===== config.mk =====
export PLATFORM = sky130hd
export DESIGN_NAME = msi_ring_writer
export DESIGN_NICKNAME = d
export VERILOG_FILES = /design/src/rtl/msi_ring_pkg.sv /design/src/rtl/msi_ring_ptr.sv /design/src/rtl/msi_ring_regs.sv /design/src/rtl/msi_ring_emit.sv /design/src/rtl/msi_ring_writer.sv
export SDC_FILE = /design/constraint.sdc
export NUM_CORES = 1
export LEC_CHECK = 0
export ABC_AREA = 1
export CORE_MARGIN = 2
export CORE_UTILIZATION = 51
export DETAILED_ROUTE_END_ITERATION = 10
export PLACE_DENSITY = 0.81
export RECOVER_POWER = 50
export SYNTH_ARGS = -nofsm -noshare
export SYNTH_HDL_FRONTEND = slang
export SYNTH_SLANG_ARGS = --single-unit

===== constraint.sdc =====
create_clock -name clk -period 2.89 [get_ports clk]
set_clock_uncertainty 0.15 [all_clocks]
set_input_delay 0.4335 -clock clk [delete_from_list [all_inputs] [get_ports clk]]
set_output_delay 0.4335 -clock clk [all_outputs]
set_load 0.1 [all_outputs]

===== src/rtl/msi_ring_pkg.sv =====
package msi_ring_pkg;

  localparam logic [2:0] RA_CTRL    = 3'd0;
  localparam logic [2:0] RA_BASE_HI = 3'd3;
  localparam logic [2:0] RA_BASE_LO = 3'd4;
  localparam logic [2:0] RA_RD_OFF  = 3'd5;
  localparam logic [2:0] RA_WR_OFF  = 3'd6;

  localparam int CB_ENABLE   = 0;
  localparam int CB_FULL_DET = 1;
  localparam int CB_IRQ_EN   = 3;
  localparam int CB_STOP     = 4;
  localparam int CB_OVF      = 5;
  localparam int CB_SIZE_LO  = 8;

  typedef struct packed {
    logic [1:0] size_sel;
    logic       stop_on_full;
    logic       irq_en;
    logic       full_det;
    logic       enable;
  } ring_cfg_t;

  typedef enum logic {EMIT_IDLE, EMIT_BUSY} emit_state_t;

endpackage


===== src/rtl/msi_ring_ptr.sv =====
module msi_ring_ptr
  import msi_ring_pkg::*;
#(
  parameter int OFF_W     = 18,
  parameter int MIN_SHIFT = 15,
  parameter int REC_SHIFT = 4
) (
  input  logic             clk,
  input  logic             rst,
  input  logic [1:0]       size_sel,
  input  logic             advance,
  input  logic [OFF_W-1:0] rd_off,
  output logic [OFF_W-1:0] wr_off,
  output logic [OFF_W-1:0] size_mask,
  output logic             full
);

  localparam logic [OFF_W-1:0] STEP =
    {{(OFF_W-REC_SHIFT-1){1'b0}}, 1'b1, {REC_SHIFT{1'b0}}};

  logic [OFF_W-1:0] wr_next;

  // bits between the record size and the selected ring size
  always_comb begin
    for (int i = 0; i < OFF_W; i++) begin
      size_mask[i] = (i >= REC_SHIFT) && (i < MIN_SHIFT + int'(size_sel));
    end
  end

  assign wr_next = (wr_off + STEP) & size_mask;
  assign full    = (wr_next == (rd_off & size_mask));

  always_ff @(posedge clk) begin
    if (rst) begin
      wr_off <= '0;
    end else if (advance) begin
      wr_off <= wr_next;
    end
  end

endmodule


===== src/rtl/msi_ring_regs.sv =====
module msi_ring_regs
  import msi_ring_pkg::*;
#(
  parameter int OFF_W = 18
) (
  input  logic             clk,
  input  logic             rst,
  input  logic [2:0]       reg_addr,
  input  logic             reg_wr_en,
  input  logic [31:0]      reg_wdata,
  output logic [31:0]      reg_rdata,
  input  logic [OFF_W-1:0] size_mask,
  input  logic [OFF_W-1:0] wr_off,
  input  logic             set_ovf,
  output ring_cfg_t        cfg,
  output logic [63:0]      base_addr,
  output logic [OFF_W-1:0] rd_off
);

  logic        ovf;
  logic [31:0] ctrl_view;

  assign ctrl_view = {22'd0, cfg.size_sel, 2'b00, ovf, cfg.stop_on_full,
                      cfg.irq_en, 1'b0, cfg.full_det, cfg.enable};

  always_ff @(posedge clk) begin
    if (rst) begin
      cfg       <= '0;
      base_addr <= '0;
      rd_off    <= '0;
    end else if (reg_wr_en) begin
      case (reg_addr)
        RA_CTRL: begin
          cfg.enable       <= reg_wdata[CB_ENABLE];
          cfg.full_det     <= reg_wdata[CB_FULL_DET];
          cfg.irq_en       <= reg_wdata[CB_IRQ_EN];
          cfg.stop_on_full <= reg_wdata[CB_STOP];
          cfg.size_sel     <= reg_wdata[CB_SIZE_LO+1:CB_SIZE_LO];
        end
        RA_BASE_HI: base_addr[63:32] <= reg_wdata;
        RA_BASE_LO: base_addr[31:0]  <= reg_wdata;
        RA_RD_OFF:  rd_off <= reg_wdata[OFF_W-1:0] & size_mask;
        default: ;
      endcase
    end
  end

  // sticky overflow: a new drop wins over a same-cycle clear
  always_ff @(posedge clk) begin
    if (rst) begin
      ovf <= 1'b0;
    end else if (set_ovf) begin
      ovf <= 1'b1;
    end else if (reg_wr_en && reg_addr == RA_CTRL && reg_wdata[CB_OVF]) begin
      ovf <= 1'b0;
    end
  end

  always_ff @(posedge clk) begin
    if (rst) begin
      reg_rdata <= '0;
    end else begin
      case (reg_addr)
        RA_CTRL:    reg_rdata <= ctrl_view;
        RA_BASE_HI: reg_rdata <= base_addr[63:32];
        RA_BASE_LO: reg_rdata <= base_addr[31:0];
        RA_RD_OFF:  reg_rdata <= 32'(rd_off);
        RA_WR_OFF:  reg_rdata <= 32'(wr_off);
        default:    reg_rdata <= '0;
      endcase
    end
  end

endmodule


===== src/rtl/msi_ring_emit.sv =====
module msi_ring_emit
  import msi_ring_pkg::*;
#(
  parameter int OFF_W  = 18,
  parameter int MSG_W  = 32,
  parameter int ADDR_W = 64,
  parameter int REC_W  = 128
) (
  input  logic              clk,
  input  logic              rst,
  input  ring_cfg_t         cfg,
  input  logic              full,
  input  logic [ADDR_W-1:0] base_addr,
  input  logic [OFF_W-1:0]  wr_off,
  input  logic              msg_valid,
  input  logic [MSG_W-1:0]  msg_data,
  output logic              msg_ready,
  output logic              mem_req,
  output logic [ADDR_W-1:0] mem_addr,
  output logic [REC_W-1:0]  mem_data,
  input  logic              mem_ack,
  output logic              advance,
  output logic              set_ovf
);

  localparam int PAD_W = REC_W - MSG_W;

  emit_state_t state;
  logic        blocked;
  logic        take;
  logic        write_it;

  assign blocked   = cfg.full_det & full;
  assign msg_ready = (state == EMIT_IDLE) &
                     !(cfg.enable & blocked & cfg.stop_on_full);
  assign take      = msg_valid & msg_ready;
  assign write_it  = take & cfg.enable & !blocked;
  assign set_ovf   = take & cfg.enable & blocked;
  assign mem_req   = (state == EMIT_BUSY);
  assign advance   = mem_req & mem_ack;

  always_ff @(posedge clk) begin
    if (rst) begin
      state    <= EMIT_IDLE;
      mem_addr <= '0;
      mem_data <= '0;
    end else begin
      case (state)
        EMIT_IDLE: if (write_it) begin
          state    <= EMIT_BUSY;
          mem_addr <= base_addr + {{(ADDR_W-OFF_W){1'b0}}, wr_off};
          mem_data <= {{PAD_W{1'b1}}, msg_data};
        end
        EMIT_BUSY: if (mem_ack) state <= EMIT_IDLE;
        default: state <= EMIT_IDLE;
      endcase
    end
  end

endmodule


===== src/rtl/msi_ring_writer.sv =====
module msi_ring_writer
  import msi_ring_pkg::*;
#(
  parameter int MIN_SHIFT  = 15,
  parameter int SIZE_CODES = 4,
  parameter int REC_SHIFT  = 4,
  parameter int MSG_W      = 32
) (
  input  logic          clk,
  input  logic          rst,
  input  logic [2:0]    reg_addr,
  input  logic          reg_wr_en,
  input  logic [31:0]   reg_wdata,
  output logic [31:0]   reg_rdata,
  input  logic          msg_valid,
  input  logic [MSG_W-1:0] msg_data,
  output logic          msg_ready,
  output logic          mem_req,
  output logic [63:0]   mem_addr,
  output logic [(8<<REC_SHIFT)-1:0] mem_data,
  input  logic          mem_ack,
  output logic          irq_out
);

  localparam int OFF_W  = MIN_SHIFT + SIZE_CODES - 1;
  localparam int REC_W  = 8 << REC_SHIFT;
  localparam int ADDR_W = 64;

  ring_cfg_t        cfg;
  logic [63:0]      base_addr;
  logic [OFF_W-1:0] rd_off;
  logic [OFF_W-1:0] wr_off;
  logic [OFF_W-1:0] size_mask;
  logic             full;
  logic             advance;
  logic             set_ovf;

  msi_ring_ptr #(.OFF_W(OFF_W), .MIN_SHIFT(MIN_SHIFT), .REC_SHIFT(REC_SHIFT)) u_ptr (
    .clk(clk), .rst(rst), .size_sel(cfg.size_sel), .advance(advance),
    .rd_off(rd_off), .wr_off(wr_off), .size_mask(size_mask), .full(full)
  );

  msi_ring_regs #(.OFF_W(OFF_W)) u_regs (
    .clk(clk), .rst(rst), .reg_addr(reg_addr), .reg_wr_en(reg_wr_en),
    .reg_wdata(reg_wdata), .reg_rdata(reg_rdata), .size_mask(size_mask),
    .wr_off(wr_off), .set_ovf(set_ovf), .cfg(cfg), .base_addr(base_addr),
    .rd_off(rd_off)
  );

  msi_ring_emit #(.OFF_W(OFF_W), .MSG_W(MSG_W), .ADDR_W(ADDR_W), .REC_W(REC_W)) u_emit (
    .clk(clk), .rst(rst), .cfg(cfg), .full(full), .base_addr(base_addr),
    .wr_off(wr_off), .msg_valid(msg_valid), .msg_data(msg_data),
    .msg_ready(msg_ready), .mem_req(mem_req), .mem_addr(mem_addr),
    .mem_data(mem_data), .mem_ack(mem_ack), .advance(advance),
    .set_ovf(set_ovf)
  );

  always_ff @(posedge clk) begin
    if (rst) begin
      irq_out <= 1'b0;
    end else begin
      irq_out <= cfg.irq_en & (rd_off != wr_off);
    end
  end

endmodule


==> impl_metrics.json <==
{
  "worst_pin_slew_ns": 0.8631,
  "antenna_left": 0,
  "synth_edf_count": 0,
  "max_clock_freq_mhz": 338.7,
  "setup_violations": 1,
  "gp_congestion": 0.9482,
  "clk_pin_slew_ns": 0.06,
  "ys.flop_type": "dfxtp_1",
  "slew_headroom_pct": 40.97,
  "internal_power_mw": 5.441,
  "synth_top_family_by_area": "simple AND/OR/NAND/NOR gates",
  "arrival_ns": 2.37,
  "hold_class": "in2reg",
  "yosys.area_share.simple_pct": 31.98,
  "switching_share_pct": 30.29,
  "grtUsageTotal_pct": 32.90,
  "async_flop_share_pct": 0,
  "synth_fa_ha_area_share_pct": 1.590,
  "netlist_area_mm2": 0.01306,
  "final_cells": 2606,
  "synth_top_area_cell": "dfxtp_1",
  "cts_tree": "built",
  "drc": 0,
  "status": "finished with violations",
  "area_delta_synth_final_pct": 35.77,
  "worstHoldStart": "rst",
  "dieWidth_um": 164.0,
  "num_vias": 13740,
  "rsz0062_at_grt": "yes",
  "min_period_ns": 2.952,
  "die-area_mm2": 0.02691,
  "clock_path_buffers": 3,
  "htreeDepth": 1,
  "max-vdd-ir-drop_mv": 0.4630,
  "nNetsFinal": 2342,
  "cts_buffers": 25,
  "combPwrFrac_pct": 17.1,
  "critPathLaunchType": "flop",
  "p_switching_mw": 2.364,
  "holdBufCountCts": 0,
  "drt_wl_total_mm": 45.79,
  "fp.dieH_um": 164.0,
  "finalSetupTns_ns": -0.06230,
  "core_mm2": 0.02518,
  "final_max_slew_viol_count": 0,
  "clock-sinks": 230,
  "synth_seq_cells": 230,
  "cts_root_buf": "clkbuf_16",
  "syn_nets": 2129,
  "seq_area_frac_synth_pct": 35.25,
  "timing.rr.start": "u_ptr.wr_off[4]$_SDFFE_PP0P_",
  "crit_required_ns": 2.31,
  "powerDensity_mw_per_mm2": 440.1,
  "synth_mux_area_share_pct": 0,
  "synthXorXnorAreaFrac_pct": 3.486,
  "worstSetupStartpoint": "u_ptr.wr_off[5]$_SDFFE_PP0P_",
  "worst-path-max-fanout": 5,
  "io_buffers": 298,
  "ys.warnings.count": 0,
  "final-hold-violation-count": 0,
  "seqPwrFrac_pct": 42.5,
  "vias_per_cell": 5.273,
  "synth-compound-area-share_pct": 9.980,
  "timing.max_cap.violations": 0,
  "drive_gt1_share_pct": 18.04,
  "grt_pass1_vias": 12520,
  "start_util_pct": 51.88,
  "antenna_found_initial": 2,
  "grt_pass1_wl_mm": 69.11,
  "wl_per_cell_um": 17.57,
  "worst-setup-path-type": "reg2out",
  "grt_overflow": 0,
  "avgSynthCellArea_um2": 6.401,
  "nFillCells": 2076,
  "insertion_delay_ns": 0.54,
  "synth.distinct_cells": 39,
  "post-place-cells": 2550,
  "rows": 58,
  "clkPwrFrac_pct": 40.5,
  "io_pins": 299,
  "synth_top_area_share_pct": 35.25,
  "detail_route.first_pass.iterations": 5,
  "dp_hpwl_mm": 35.58,
  "synth_cells": 2041,
  "violations": "setup timing",
  "p_leak_nw": 8.147,
  "endpoint_kind": "primary output",
  "drt_iter0_drc": 1148,
  "final.period_utilization_pct": 102.2,
  "grt_max_degree": 71,
  "synth.area.top_cells": "dfxtp_1, nand2_1, inv_1, nor2_1, buf_4",
  "timing.final.ws_setup_ns": -0.06230
}
## path summary, 6_finish.rpt
| kind | to | slack (ns) | depth (start not counted) |
|---|---|---|---|
| worst max-delay path | msg_ready | -0.06 | 13 |
| worst min-delay path | u_regs.base_addr[46]$_SDFFE_PP0P_ | 0.26 | 4 |
| worst min register to register | u_regs.ovf$_SDFFE_PP0P_ | 0.33 | 2 |
| worst max register to register | u_emit.mem_addr[60]$_SDFFE_PP0P_ | 0.19 | 18 |
## worst max-delay path: stages (launching register included)
cell	delay, ns
dfxtp_4	0.38
buf_6	0.12
nand2_4	0.04
nor2_4	0.20
nand4_1	0.18
nand3_1	0.14
nand2_1	0.06
inv_1	0.04
nand2_1	0.05
nor2_1	0.12
nand2_2	0.11
nor3_4	0.17
nor2_4	0.05
buf_12	0.17
## synth_stat cells, types with 2 or more instances
cell type,instances
a211oi_1,3
a21oi_1,121
a221oi_1,14
a31oi_1,2
and3_1,3
buf_1,6
buf_2,8
buf_4,112
clkbuf_1,57
dfxtp_1,230
ha_1,15
inv_1,315
nand2_1,539
nand2_2,4
nand3_1,96
nand3_2,3
nand3b_1,3
nand4_1,66
nor2_1,255
nor2_2,3
nor3_1,24
nor4_1,3
o21ai_0,72
o21bai_1,4
o221ai_1,3
o22ai_1,16
or2_2,2
xnor2_1,10
xor2_1,42
## cells in the final DEF, fill, tap and decap left out, types with 14 or more instances in the layout
cell type        synthesis  final
clkbuf_16                0     25
nor2_1                 255    246
dfxtp_1                230    218
a21oi_1                121    121
buf_4                  112    188
nand2_1                539    527
xor2_1                  42     41
a221oi_1                14     14
o22ai_1                 16     16
nor3_1                  24     22
nand3_1                 96     85
clkdlybuf4s50_1          0     70
buf_12                   0    106
inv_1                  315    313
nand4_1                 66     66
o21ai_0                 72     72
## metal layers
layer	vias up	part of all wire [%]	track usage [%]	wire [µm]
met1	6312	42	45.02	19230
met2	652	47	53.93	21350
met4	0	2.3	9.011	1034
met5	-	0	0	0
met3	65	9.1	5.202	4171
li1	6712	-	-	-
## final cells by class
class,instances,area (µm²),share of cell area (%)
clock inverter,11,66.31,0.3739
clock buffer,35,743.2,4.190
inverter,316,1189,6.701
timing repair buffer,370,4280,24.13
tap,330,412.9,2.328
sequential,230,4632,26.11
antenna,3,7.507,0.04233
multi-input combinational,1311,6406,36.12
## stage by stage
step / worst slack, ns / power [mW] / util [%] / cell area, µm² / hold WS, ns
after floorplan: 0.05252 / 4.252 / - / 13070 / 0.2847
after global routing: -0.1429 / 8.023 / 70.42 / 17730 / 0.2884
after global placement: 0.1985 / 4.688 / 65.91 / 16600 / 0.3078
final: -0.06230 / 7.806 / 70.44 / 17740 / 0.2552
after detailed placement: 0.1579 / 4.700 / 65.91 / 16600 / 0.3158
after CTS: -0.1563 / 7.824 / 69.60 / 17530 / 0.2469
## power groups by stage
| stage | registers [mW] | logic [mW] | clock network [mW] |
|---|---|---|---|
| 2_1_floorplan | 3.65 | 0.602 | 0 |
| 3_3_place_gp | 3.38 | 1.30 | 0 |
| 3_5_place_dp | 3.39 | 1.31 | 0 |
| 4_1_cts | 3.31 | 1.32 | 3.19 |
| 5_1_grt | 3.32 | 1.40 | 3.31 |
| 6_report | 3.31 | 1.33 | 3.16 |
## cells by family after synthesis
family,count (synthesis)
compound gates,238
xor+xnor,52
fa+ha+maj,16
buf+inv,500
flops,230
simple gates,1005
## sequential cells by signal (all words and copies together), names as in the netlist
name              count
u_regs.cfg            6
u_ptr.wr_off         14
u_emit.mem_addr      64
irq_out               1
u_emit.mem_req        1
u_regs.ovf            1
u_regs.reg_rdata     32
u_emit.mem_data      33
u_regs.rd_off        14
u_regs.base_addr     64
## repair_timing
action	CTS	global route
buffers inserted	5	2
pin swaps	8	24
resized for setup	25	46
setup endpoints to repair	1	18
gates cloned	0	0
(Power assumes the default switching activity.)
